File: src/rtl/dmactl_pkg.sv
package dmactl_pkg;
  localparam int NUM_CH   = 4;
  localparam int CH_W     = $clog2(NUM_CH);
  localparam int BYTE_W   = 8;
  localparam int IDX_W    = 4;
  localparam int MODE_W   = 6;
  localparam int SEL_BIT  = 2;
  localparam int DIS_BIT  = 2;
  localparam logic [BYTE_W-1:0] CMD_KEEP = 8'h04;

  typedef enum logic [IDX_W-1:0] {
    IX_COMMAND  = 4'd0,
    IX_REQUEST  = 4'd1,
    IX_MASKONE  = 4'd2,
    IX_MODE     = 4'd3,
    IX_PTRCLR   = 4'd4,
    IX_MRESET   = 4'd5,
    IX_MASKCLR  = 4'd6,
    IX_MASKLOAD = 4'd7
  } ctlIdx_e;

  typedef struct packed {
    logic [1:0] opMode;
    logic       decrement;
    logic       autoInit;
    logic [1:0] xferType;
  } modeFields_t;

  typedef struct packed {
    logic              cmdWr;
    logic              reqWr;
    logic              maskOneWr;
    logic              modeWr;
    logic              ptrClr;
    logic              masterRst;
    logic              maskClrAll;
    logic              maskLoad;
    logic              statusRd;
    logic              maskRd;
    logic [CH_W-1:0]   chSel;
    logic [BYTE_W-1:0] data;
  } ctlStrobe_t;
endpackage

File: src/rtl/dmactl_decode.sv
module dmactl_decode
  import dmactl_pkg::*;
#(
  parameter int ADDR_W      = 8,
  parameter int WIDTH_SHIFT = 0
) (
  input  logic              wrEn,
  input  logic              rdEn,
  input  logic [ADDR_W-1:0] portAddr,
  input  logic [BYTE_W-1:0] wrData,
  output ctlStrobe_t        strb
);
  localparam int USED_HI = WIDTH_SHIFT + IDX_W;

  logic [IDX_W-1:0] regIdx;
  logic             cmdAcceptable;

  assign regIdx = portAddr[USED_HI-1:WIDTH_SHIFT];

  generate
    if (WIDTH_SHIFT > 0) begin : g_lowBits
      logic unusedLow;
      assign unusedLow = ^portAddr[WIDTH_SHIFT-1:0];
    end
    if (ADDR_W > USED_HI) begin : g_highBits
      logic unusedHigh;
      assign unusedHigh = ^portAddr[ADDR_W-1:USED_HI];
    end
  endgenerate

  assign cmdAcceptable = ((wrData & ~CMD_KEEP) == '0);

  always_comb begin
    strb       = '0;
    strb.chSel = wrData[CH_W-1:0];
    strb.data  = wrData;
    if (wrEn) begin
      unique case (regIdx)
        IX_COMMAND:  strb.cmdWr      = cmdAcceptable;
        IX_REQUEST:  strb.reqWr      = 1'b1;
        IX_MASKONE:  strb.maskOneWr  = 1'b1;
        IX_MODE:     strb.modeWr     = 1'b1;
        IX_PTRCLR:   strb.ptrClr     = 1'b1;
        IX_MRESET:   strb.masterRst  = 1'b1;
        IX_MASKCLR:  strb.maskClrAll = 1'b1;
        IX_MASKLOAD: strb.maskLoad   = 1'b1;
        default: ;
      endcase
    end
    if (rdEn) begin
      strb.statusRd = (regIdx == IX_COMMAND);
      strb.maskRd   = (regIdx == IX_REQUEST);
    end
  end
endmodule

File: src/rtl/dmactl_regs.sv
module dmactl_regs
  import dmactl_pkg::*;
(
  input  logic              clk,
  input  logic              rst_n,
  input  ctlStrobe_t        strb,
  input  logic [NUM_CH-1:0] dreqHold,
  input  logic [NUM_CH-1:0] dreqRelease,
  input  logic [NUM_CH-1:0] tcHit,
  output logic [BYTE_W-1:0] rdData,
  output logic [NUM_CH-1:0] eligVec,
  output logic              ctlDisable,
  output modeFields_t       chMode [NUM_CH],
  output logic              ptrClrPulse
);
  logic [BYTE_W-1:0] cmdReg, cmdNext;
  logic [NUM_CH-1:0] maskReg, maskNext;
  logic [NUM_CH-1:0] reqBits, reqNext;
  logic [NUM_CH-1:0] tcBits, tcNext;
  logic              selBit;

  assign selBit = strb.data[SEL_BIT];

  always_comb begin
    cmdNext  = cmdReg;
    maskNext = maskReg;
    reqNext  = reqBits;
    tcNext   = tcBits;
    if (strb.statusRd) tcNext = '0;
    tcNext  = tcNext | tcHit;
    reqNext = (reqNext | dreqHold) & ~dreqRelease;
    if (strb.cmdWr) cmdNext = strb.data;
    if (strb.reqWr) begin
      reqNext[strb.chSel] = selBit;
      tcNext[strb.chSel]  = 1'b0;
    end
    if (strb.maskOneWr)  maskNext[strb.chSel] = selBit;
    if (strb.maskClrAll) maskNext = '0;
    if (strb.maskLoad)   maskNext = strb.data[NUM_CH-1:0];
    if (strb.masterRst) begin
      maskNext = '1;
      reqNext  = '0;
      tcNext   = '0;
      cmdNext  = '0;
    end
  end

  always_ff @(posedge clk or negedge rst_n) begin
    if (!rst_n) begin
      cmdReg      <= '0;
      maskReg     <= '1;
      reqBits     <= '0;
      tcBits      <= '0;
      ptrClrPulse <= 1'b0;
    end else begin
      cmdReg      <= cmdNext;
      maskReg     <= maskNext;
      reqBits     <= reqNext;
      tcBits      <= tcNext;
      ptrClrPulse <= strb.ptrClr | strb.masterRst;
    end
  end

  generate
    for (genvar g = 0; g < NUM_CH; g++) begin : g_mode
      logic [MODE_W-1:0] modeReg;
      always_ff @(posedge clk or negedge rst_n) begin
        if (!rst_n) modeReg <= '0;
        else if (strb.modeWr && (strb.chSel == CH_W'(g)))
          modeReg <= strb.data[BYTE_W-1:BYTE_W-MODE_W];
      end
      assign chMode[g] = modeFields_t'(modeReg);
    end
  endgenerate

  always_comb begin
    rdData = '0;
    if (strb.statusRd)    rdData = BYTE_W'({reqBits, tcBits});
    else if (strb.maskRd) rdData = BYTE_W'(maskReg);
  end

  assign eligVec    = ~maskReg & reqBits;
  assign ctlDisable = cmdReg[DIS_BIT];

  AST_MRESET_STATE: assert property (@(posedge clk) disable iff (!rst_n)
    strb.masterRst |=> (&maskReg) && (reqBits == '0) && (tcBits == '0) && (cmdReg == '0));
  AST_REQWR_CLEARS_TC: assert property (@(posedge clk) disable iff (!rst_n)
    strb.reqWr |=> !tcBits[$past(strb.chSel)]);
  AST_CMD_HELD: assert property (@(posedge clk) disable iff (!rst_n)
    (!strb.cmdWr && !strb.masterRst) |=> $stable(cmdReg));
  AST_PTR_PULSE: assert property (@(posedge clk) disable iff (!rst_n)
    strb.ptrClr |=> ptrClrPulse);
  AST_TC_SETS: assert property (@(posedge clk) disable iff (!rst_n)
    (tcHit[0] && !strb.masterRst && !(strb.reqWr && strb.chSel == '0)) |=> tcBits[0]);
endmodule

File: src/rtl/dmactl_arbiter.sv
module dmactl_arbiter
  import dmactl_pkg::*;
(
  input  logic              clk,
  input  logic              rst_n,
  input  logic [NUM_CH-1:0] eligVec,
  input  logic              ctlDisable,
  input  modeFields_t       chMode [NUM_CH],
  output logic              grantValid,
  output logic [CH_W-1:0]   grantCh,
  output modeFields_t       grantMode
);
  logic            pickValid;
  logic [CH_W-1:0] pickCh;

  always_comb begin
    pickValid = 1'b0;
    pickCh    = '0;
    for (int c = NUM_CH - 1; c >= 0; c--) begin
      if (eligVec[c]) begin
        pickValid = 1'b1;
        pickCh    = CH_W'(c);
      end
    end
    if (ctlDisable) begin
      pickValid = 1'b0;
      pickCh    = '0;
    end
  end

  always_ff @(posedge clk or negedge rst_n) begin
    if (!rst_n) begin
      grantValid <= 1'b0;
      grantCh    <= '0;
      grantMode  <= '0;
    end else begin
      grantValid <= pickValid;
      grantCh    <= pickCh;
      grantMode  <= pickValid ? chMode[pickCh] : '0;
    end
  end

  AST_GRANT_WHEN_ELIG: assert property (@(posedge clk) disable iff (!rst_n)
    ((eligVec != '0) && !ctlDisable) |=> grantValid);
  AST_IDLE_NO_GRANT: assert property (@(posedge clk) disable iff (!rst_n)
    (eligVec == '0) |=> !grantValid);
  AST_DISABLED_NO_GRANT: assert property (@(posedge clk) disable iff (!rst_n)
    ctlDisable |=> !grantValid);
  AST_CH0_FIRST: assert property (@(posedge clk) disable iff (!rst_n)
    (eligVec[0] && !ctlDisable) |=> (grantCh == '0));
endmodule

File: src/rtl/dmactl_top.sv
module dmactl_top
  import dmactl_pkg::*;
#(
  parameter int ADDR_W      = 8,
  parameter int WIDTH_SHIFT = 0
) (
  input  logic              clk,
  input  logic              rst_n,
  input  logic              wrEn,
  input  logic              rdEn,
  input  logic [ADDR_W-1:0] portAddr,
  input  logic [7:0]        wrData,
  output logic [7:0]        rdData,
  input  logic [3:0]        dreqHold,
  input  logic [3:0]        dreqRelease,
  input  logic [3:0]        tcHit,
  output logic              grantValid,
  output logic [1:0]        grantCh,
  output logic [1:0]        grantXferType,
  output logic              grantAutoInit,
  output logic              grantDecrement,
  output logic [1:0]        grantOpMode,
  output logic              ptrClear
);
  ctlStrobe_t        strb;
  logic [NUM_CH-1:0] eligVec;
  logic              ctlDisable;
  modeFields_t       chMode [NUM_CH];
  modeFields_t       grantMode;

  dmactl_decode #(.ADDR_W(ADDR_W), .WIDTH_SHIFT(WIDTH_SHIFT)) u_decode (
    .wrEn(wrEn), .rdEn(rdEn), .portAddr(portAddr), .wrData(wrData), .strb(strb)
  );

  dmactl_regs u_regs (
    .clk(clk), .rst_n(rst_n), .strb(strb),
    .dreqHold(dreqHold), .dreqRelease(dreqRelease), .tcHit(tcHit),
    .rdData(rdData), .eligVec(eligVec), .ctlDisable(ctlDisable),
    .chMode(chMode), .ptrClrPulse(ptrClear)
  );

  dmactl_arbiter u_arb (
    .clk(clk), .rst_n(rst_n), .eligVec(eligVec), .ctlDisable(ctlDisable),
    .chMode(chMode), .grantValid(grantValid), .grantCh(grantCh), .grantMode(grantMode)
  );

  assign grantXferType  = grantMode.xferType;
  assign grantAutoInit  = grantMode.autoInit;
  assign grantDecrement = grantMode.decrement;
  assign grantOpMode    = grantMode.opMode;
endmodule

File: config.mk
export PLATFORM = sky130hd
export DESIGN_NAME = dmactl_top
export DESIGN_NICKNAME = d
export VERILOG_FILES = /design/src/rtl/dmactl_pkg.sv /design/src/rtl/dmactl_decode.sv /design/src/rtl/dmactl_regs.sv /design/src/rtl/dmactl_arbiter.sv /design/src/rtl/dmactl_top.sv
export SDC_FILE = /design/constraint.sdc
export NUM_CORES = 1
export LEC_CHECK = 0
export ABC_CLOCK_PERIOD_IN_PS = 3300
export CAP_MARGIN = 0
export CORE_MARGIN = 8
export CORE_UTILIZATION = 57
export CTS_BUF_LIST = sky130_fd_sc_hd__clkbuf_8
export DETAILED_ROUTE_END_ITERATION = 8
export PLACE_DENSITY = 0.95
export SLEW_MARGIN = 10
export SYNTH_ARGS = -nofsm -noshare
export SYNTH_HDL_FRONTEND = slang
export SYNTH_SLANG_ARGS = --single-unit
File: constraint.sdc
create_clock -name clk -period 3.3 [get_ports clk]
set_input_delay 0.66 -clock clk [delete_from_list [all_inputs] [get_ports clk]]
set_output_delay 0.66 -clock clk [all_outputs]
set_load 0.1 [all_outputs]
Word level (Yosys, flattened, before mapping)
Index checks and enable logic that the tools add are counted.
Widths: inputs -> output; s select.
{"block": "totals", "in_bits": 32, "register_bits": 49, "n_memories": 0, "rom_bits": 0, "mem_bits_rw": 0, "word_cells": 89, "latchBits": 0}
{"block": "classes", "add_sub_neg": 0, "n_mux": 41, "reduce_logical": 10, "multipliers": 0, "div_mod_pow": 0, "n_lt_le_gt_ge": 3, "eq_ne": 10, "n_bitwise": 10, "shift": 0}
{"op": "$mux 4", "count": 10}
{"op": "$mux 6", "count": 3}
{"op": "$eq 4x3->1 const B", "count": 4}
{"op": "$mux 8", "count": 2}
{"op": "$mux 1", "count": 14}
{"op": "$and 4x4->4", "count": 3}
{"op": "$bmux 6 s2", "count": 1}
{"op": "$mux 2", "count": 6}
{"op": "$not 4->4", "count": 3}
{"op": "$bwmux 4", "count": 2}
{"op": "$eq 4x2->1 const B", "count": 2}
{"op": "$logic_not 8->1", "count": 1}
{"op": "$or 4x4->4", "count": 2}
{"op": "$mux 3", "count": 2}
{"op": "$logic_and 1x1->1", "count": 5}
{"op": "$eq 2x2->1 const B", "count": 2}
{"op": "$eq 4x1->1 const B", "count": 1}
{"op": "$logic_not 4->1", "count": 1}
{"op": "$reduce_bool 4->1", "count": 1}
{"op": "$ge 3x3->1 const B", "count": 1}
{"op": "$lt 2x3->1 const B", "count": 1}
{"op": "$not 2->3", "count": 1}
{"op": "$demux 1 s2", "count": 1}
{"op": "$eq 2x1->1 const B", "count": 1}
{"op": "other kinds (4)", "count": 4}

Logic depth before layout (Yosys ltp)
{"block": "logic_depth", "depth_word": 12, "depth_mapped": 6, "ltp_nobuf": 4}

Cells and area by module
Synthesis repeated with hierarchy kept, for this count alone.
{"block": "hier_totals", "hier_cells": 224, "hier_area_um2": 2382.3}
{"mod": "dmactl_regs", "seq_area_each_um2": 955.9, "cells_per_inst": 138, "instances": 1, "area_per_inst_um2": 1682.9}
{"mod": "dmactl_arbiter", "seq_area_each_um2": 225.2, "cells_per_inst": 57, "instances": 1, "area_per_inst_um2": 519.2}
{"mod": "dmactl_decode", "seq_area_each_um2": 0.0, "cells_per_inst": 29, "instances": 1, "area_per_inst_um2": 180.2}

Least setup slack after synthesis
No wires, ideal clock.
{"block": "synth_path", "kind": "input-to-output", "start": "input portAddr[1]", "end": "output rdData[0]", "n_path_buf": 1, "cell_stages": 3, "path_slack_ns": 0.519, "arrival_time_ns": 2.121, "t_required_ns": 2.640, "path_cell_list": "buf_2 nor3_1 a22o_1"}
{"block": "synth_between", "elab_chain_cells": 4}
{"element": "start, declared", "line": "dmactl_top.sv:11", "rtl": "input logic [ADDR_W-1:0] portAddr,"}
{"element": "$eq 4x1->1", "line": "dmactl_decode.sv:52", "rtl": "strb.maskRd = (regIdx == IX_REQUEST);"}
{"element": "$mux 2 (*)", "line": "dmactl_decode.sv:50", "rtl": "if (rdEn) begin"}
{"element": "$mux 4", "line": "dmactl_regs.sv:79", "rtl": "else if (strb.maskRd) rdData = BYTE_W'(maskReg);"}
{"element": "$mux 8 (*)", "line": "dmactl_regs.sv:78", "rtl": "if (strb.statusRd) rdData = BYTE_W'({reqBits, tcBits});"}
{"element": "end, declared", "line": "dmactl_top.sv:13", "rtl": "output logic [7:0] rdData,"}
Mark *: on every way between the ends. The rest lies on a longest branch, timed or not.

Worst setup path after layout
{"block": "layout_path", "start": "input portAddr[2]", "end": "output rdData[0]"}
The elaborated chain is that of the path after synthesis.

==> metrics.yaml <==
status:
  outcome: "finished, final reports clean"
timing:
  layout_worst_path_cycle_share: 0.952
  rsz0062_at_grt: "false"
  final_hold_viol_count: 0
  skew_ps: 5.69
  tightestPinTransition_ps: 1030
  tns_ps: 0
  max_freq_mhz: 318
  finalSetupViolCount: 0
  layout_setup_ws_ps: 158
  maxSlewViolCount: 0
  whs_ps: 509
  period_minus_slack_ps: 3140
  worst_slew_margin_rel: 0.315
synth:
  synth_top_cell_by_area: "dfrtp_1"
  yosysWarnings: 0
  synth_commonest_cells: "dfrtp_1, mux2_2, nor2_1"
  syn_area_um2: 2420
  netlist_instances: 228
  synthDistinctLibCells: 38
  synth_seq_area_share: 0.488
  syn-num-nets: 260
  ys_seq_elements: 47
  synth_top_area_frac: 0.444
  synth_edf_count: 0
  synthFlopType: "dfrtp_1"
  yosys-top-cells-area: "dfrtp_1, mux2_2, dfstp_2"
  yosysMostFrequentCell: "dfrtp_1"
  syn_avg_cell_area_um2: 10.6
  ys_async_sr_fraction: 1.00
floorplanning:
  io-pin-count: 50
  coreArea_um2: 4060
  die_x_um: 81.2
  start_util: 0.597
  num_rows: 23
  die_y_um: 81.2
  die-area_um2: 6590
critical_path:
  path_depth: 6
  slowest_stage: "nor3_1"
  r2r-start: "u_regs.maskReg[3]"
  path_buf_inv: 2
  path_delay_family: "simple AND/OR/NAND/NOR gates"
  r2r-end: "u_arb.grantMode[4]"
  r2r_setup_slack_ps: 1550
  ff2ff_path_depth: 4
  crit_path_end_kind: "output port"
  path_cells: "clkdlybuf4s50_1, nor2_1, nand2_1, nor3_1, a22o_1, buf_12"
  cp_data_required_time_ps: 2640
  arrival_ps: 2480
  critical_path.max_fanout: 6
  cp_slowest_stage_delay_ps: 550
  crit_type: "input port to output port"
  start_kind: "input port"
min_path:
  whs_endpoint: "u_regs.g_mode[1].modeReg[3]"
  hp-start: "u_regs.g_mode[1].modeReg[3]"
  hold_path_class: "flip-flop to flip-flop"
  whs_path_depth: 1
drt:
  routed_via_density: 6.60
  dr_total_vias: 2131
  ant_nets: 0
  drc: 0
  drtPass1Iterations: 5
  wl_um: 6250
  wl_per_cell_um: 19.4
  drt_first_iter_violations: 298
cells_and_area:
  final_net_count: 304
  insertedDiodeCount: 0
  finish.utilization: 0.759
  drive_above_1_share: 0.242
  area_delta_synth_final_pct: 27.1
pwr:
  p_per_area_nw_per_um2: 502
  peakVddDrop_mv: 0.303
  p_leak_nw: 1.32
clock_network:
  post-cts-setup-buffers: 0
  root_buffer: "clkbuf_8"
  clock_latency_ps: 310
  cts_tree: "yes"
  cts_made_buffers: 5
  clkSlewWorstSetupHoldPaths_ps: 90
  cts_buffer_depth: 2
  hold_buffers: 0
  cts.sinks: 47
  cts_resized: 0
  htreeDepth: 2
placement:
  gp_congestion: 0.871
  dp_hpwl_um: 4490
  io_buffers: 45
  preCtsSetupSlack_ps: 338
global_route:
  antenna_found_initial: 0
  grtUsageTotal: 0.200
  first_global_vias: 2022
  grt_max_degree: 48
  grt_pass1_wl_um: 10100
  grt-ovfl-total: 0
flow_run:
  max_cap_viol_count: 0
## worst max path at each step
| stage | startpoint | to | slack (ps) |
|---|---|---|---|
| 6_report | portAddr[2] | rdData[0] | 160 |
| 5_1_grt | portAddr[2] | rdData[0] | 50 |
| 4_1_cts | portAddr[2] | rdData[0] | 250 |
| 3_5_place_dp | portAddr[2] | rdData[0] | 340 |
| 3_3_place_gp | portAddr[2] | rdData[2] | 390 |
| 2_1_floorplan | portAddr[1] | rdData[0] | 520 |
## report_power, final
group	switching [mW]	internal, mW	total (mW)	leakage [nW]
clock network	0.212	0.228	0.440	0.0548
registers	0.0468	0.655	0.702	0.595
logic	0.269	0.135	0.404	0.670
## worst reg2reg max path, cell delays in order (launching register included)
cell and delay, ps:
dfstp_2 400, nand2b_1 200, a21oi_1 720, nand4_1 230
nand3_1 150
## registers in the layout, indices dropped and copies added, names as in the netlist
| name | cells |
|---|---|
| u_regs.maskReg | 4 |
| u_arb.grantValid | 1 |
| u_regs.ptrClrPulse | 1 |
| u_regs.g_mode.modeReg | 24 |
| u_regs.reqBits | 4 |
| u_arb.grantMode | 6 |
| u_arb.grantCh | 2 |
| u_regs.tcBits | 4 |
| u_regs.cmdReg | 1 |
## cell usage in the layout (no fill, tap or decap), drive strengths merged, types with 2 or more instances in the layout
cell | synthesis | routed
nand4 | 11 | 11
inv | 2 | 3
o21ai | 6 | 6
nor4b | 7 | 7
clkbuf | 7 | 5
o2111ai | 6 | 6
a31oi | 7 | 7
nand3 | 12 | 12
mux2i | 4 | 4
dfrtp | 43 | 43
nor3b | 8 | 8
a22o | 4 | 4
a21oi | 7 | 7
and2 | 5 | 5
nand2 | 11 | 11
buf | 6 | 24
clkdlybuf4s50 | 0 | 26
dfstp | 4 | 4
nand2b | 6 | 6
nor3 | 7 | 7
nor2 | 21 | 21
nor2b | 8 | 8
a311oi | 2 | 2
mux2 | 24 | 24
o311ai | 2 | 2
## metal layers
metal	vias to the layer above	track usage	share of wire
met4	0	0.0661	0.028
met1	1049	0.255	0.41
met2	122	0.321	0.48
met3	24	0.0552	0.086
li1	936	-	-
met5	-	0	0
## cell families (layout without fill, tap and decap cells)
logic type	after synthesis	in the layout	synth area share
AOI/OAI and AO/OA	38	38	0.108
buffers and inverters	15	60	0.0274
DFF	47	47	0.488
muxes	28	28	0.128
and+or+nand+nor	100	100	0.248
## area by class of cell
class | count | area (um2)
Clock inverter | 3 | 46.3
Sequential cell | 47 | 1180
Clock buffer | 5 | 68.8
Inverter | 2 | 7.51
Fill cell | 231 | 978
Tap cell | 50 | 62.6
Timing Repair Buffer | 50 | 538
Multi-Input combinational cell | 166 | 1170
## metrics by stage
step / power, mW / std cells / cell area, um2
2_1_floorplan: 0.976 / 228 / 2420
3_3_place_gp: 1.10 / 315 / 2960
3_5_place_dp: 1.11 / 315 / 2960
4_1_cts: 1.54 / 323 / 3080
5_1_grt: 1.61 / 323 / 3080
6_report: 1.55 / 323 / 3080
Power figures use the tool's default switching activity.
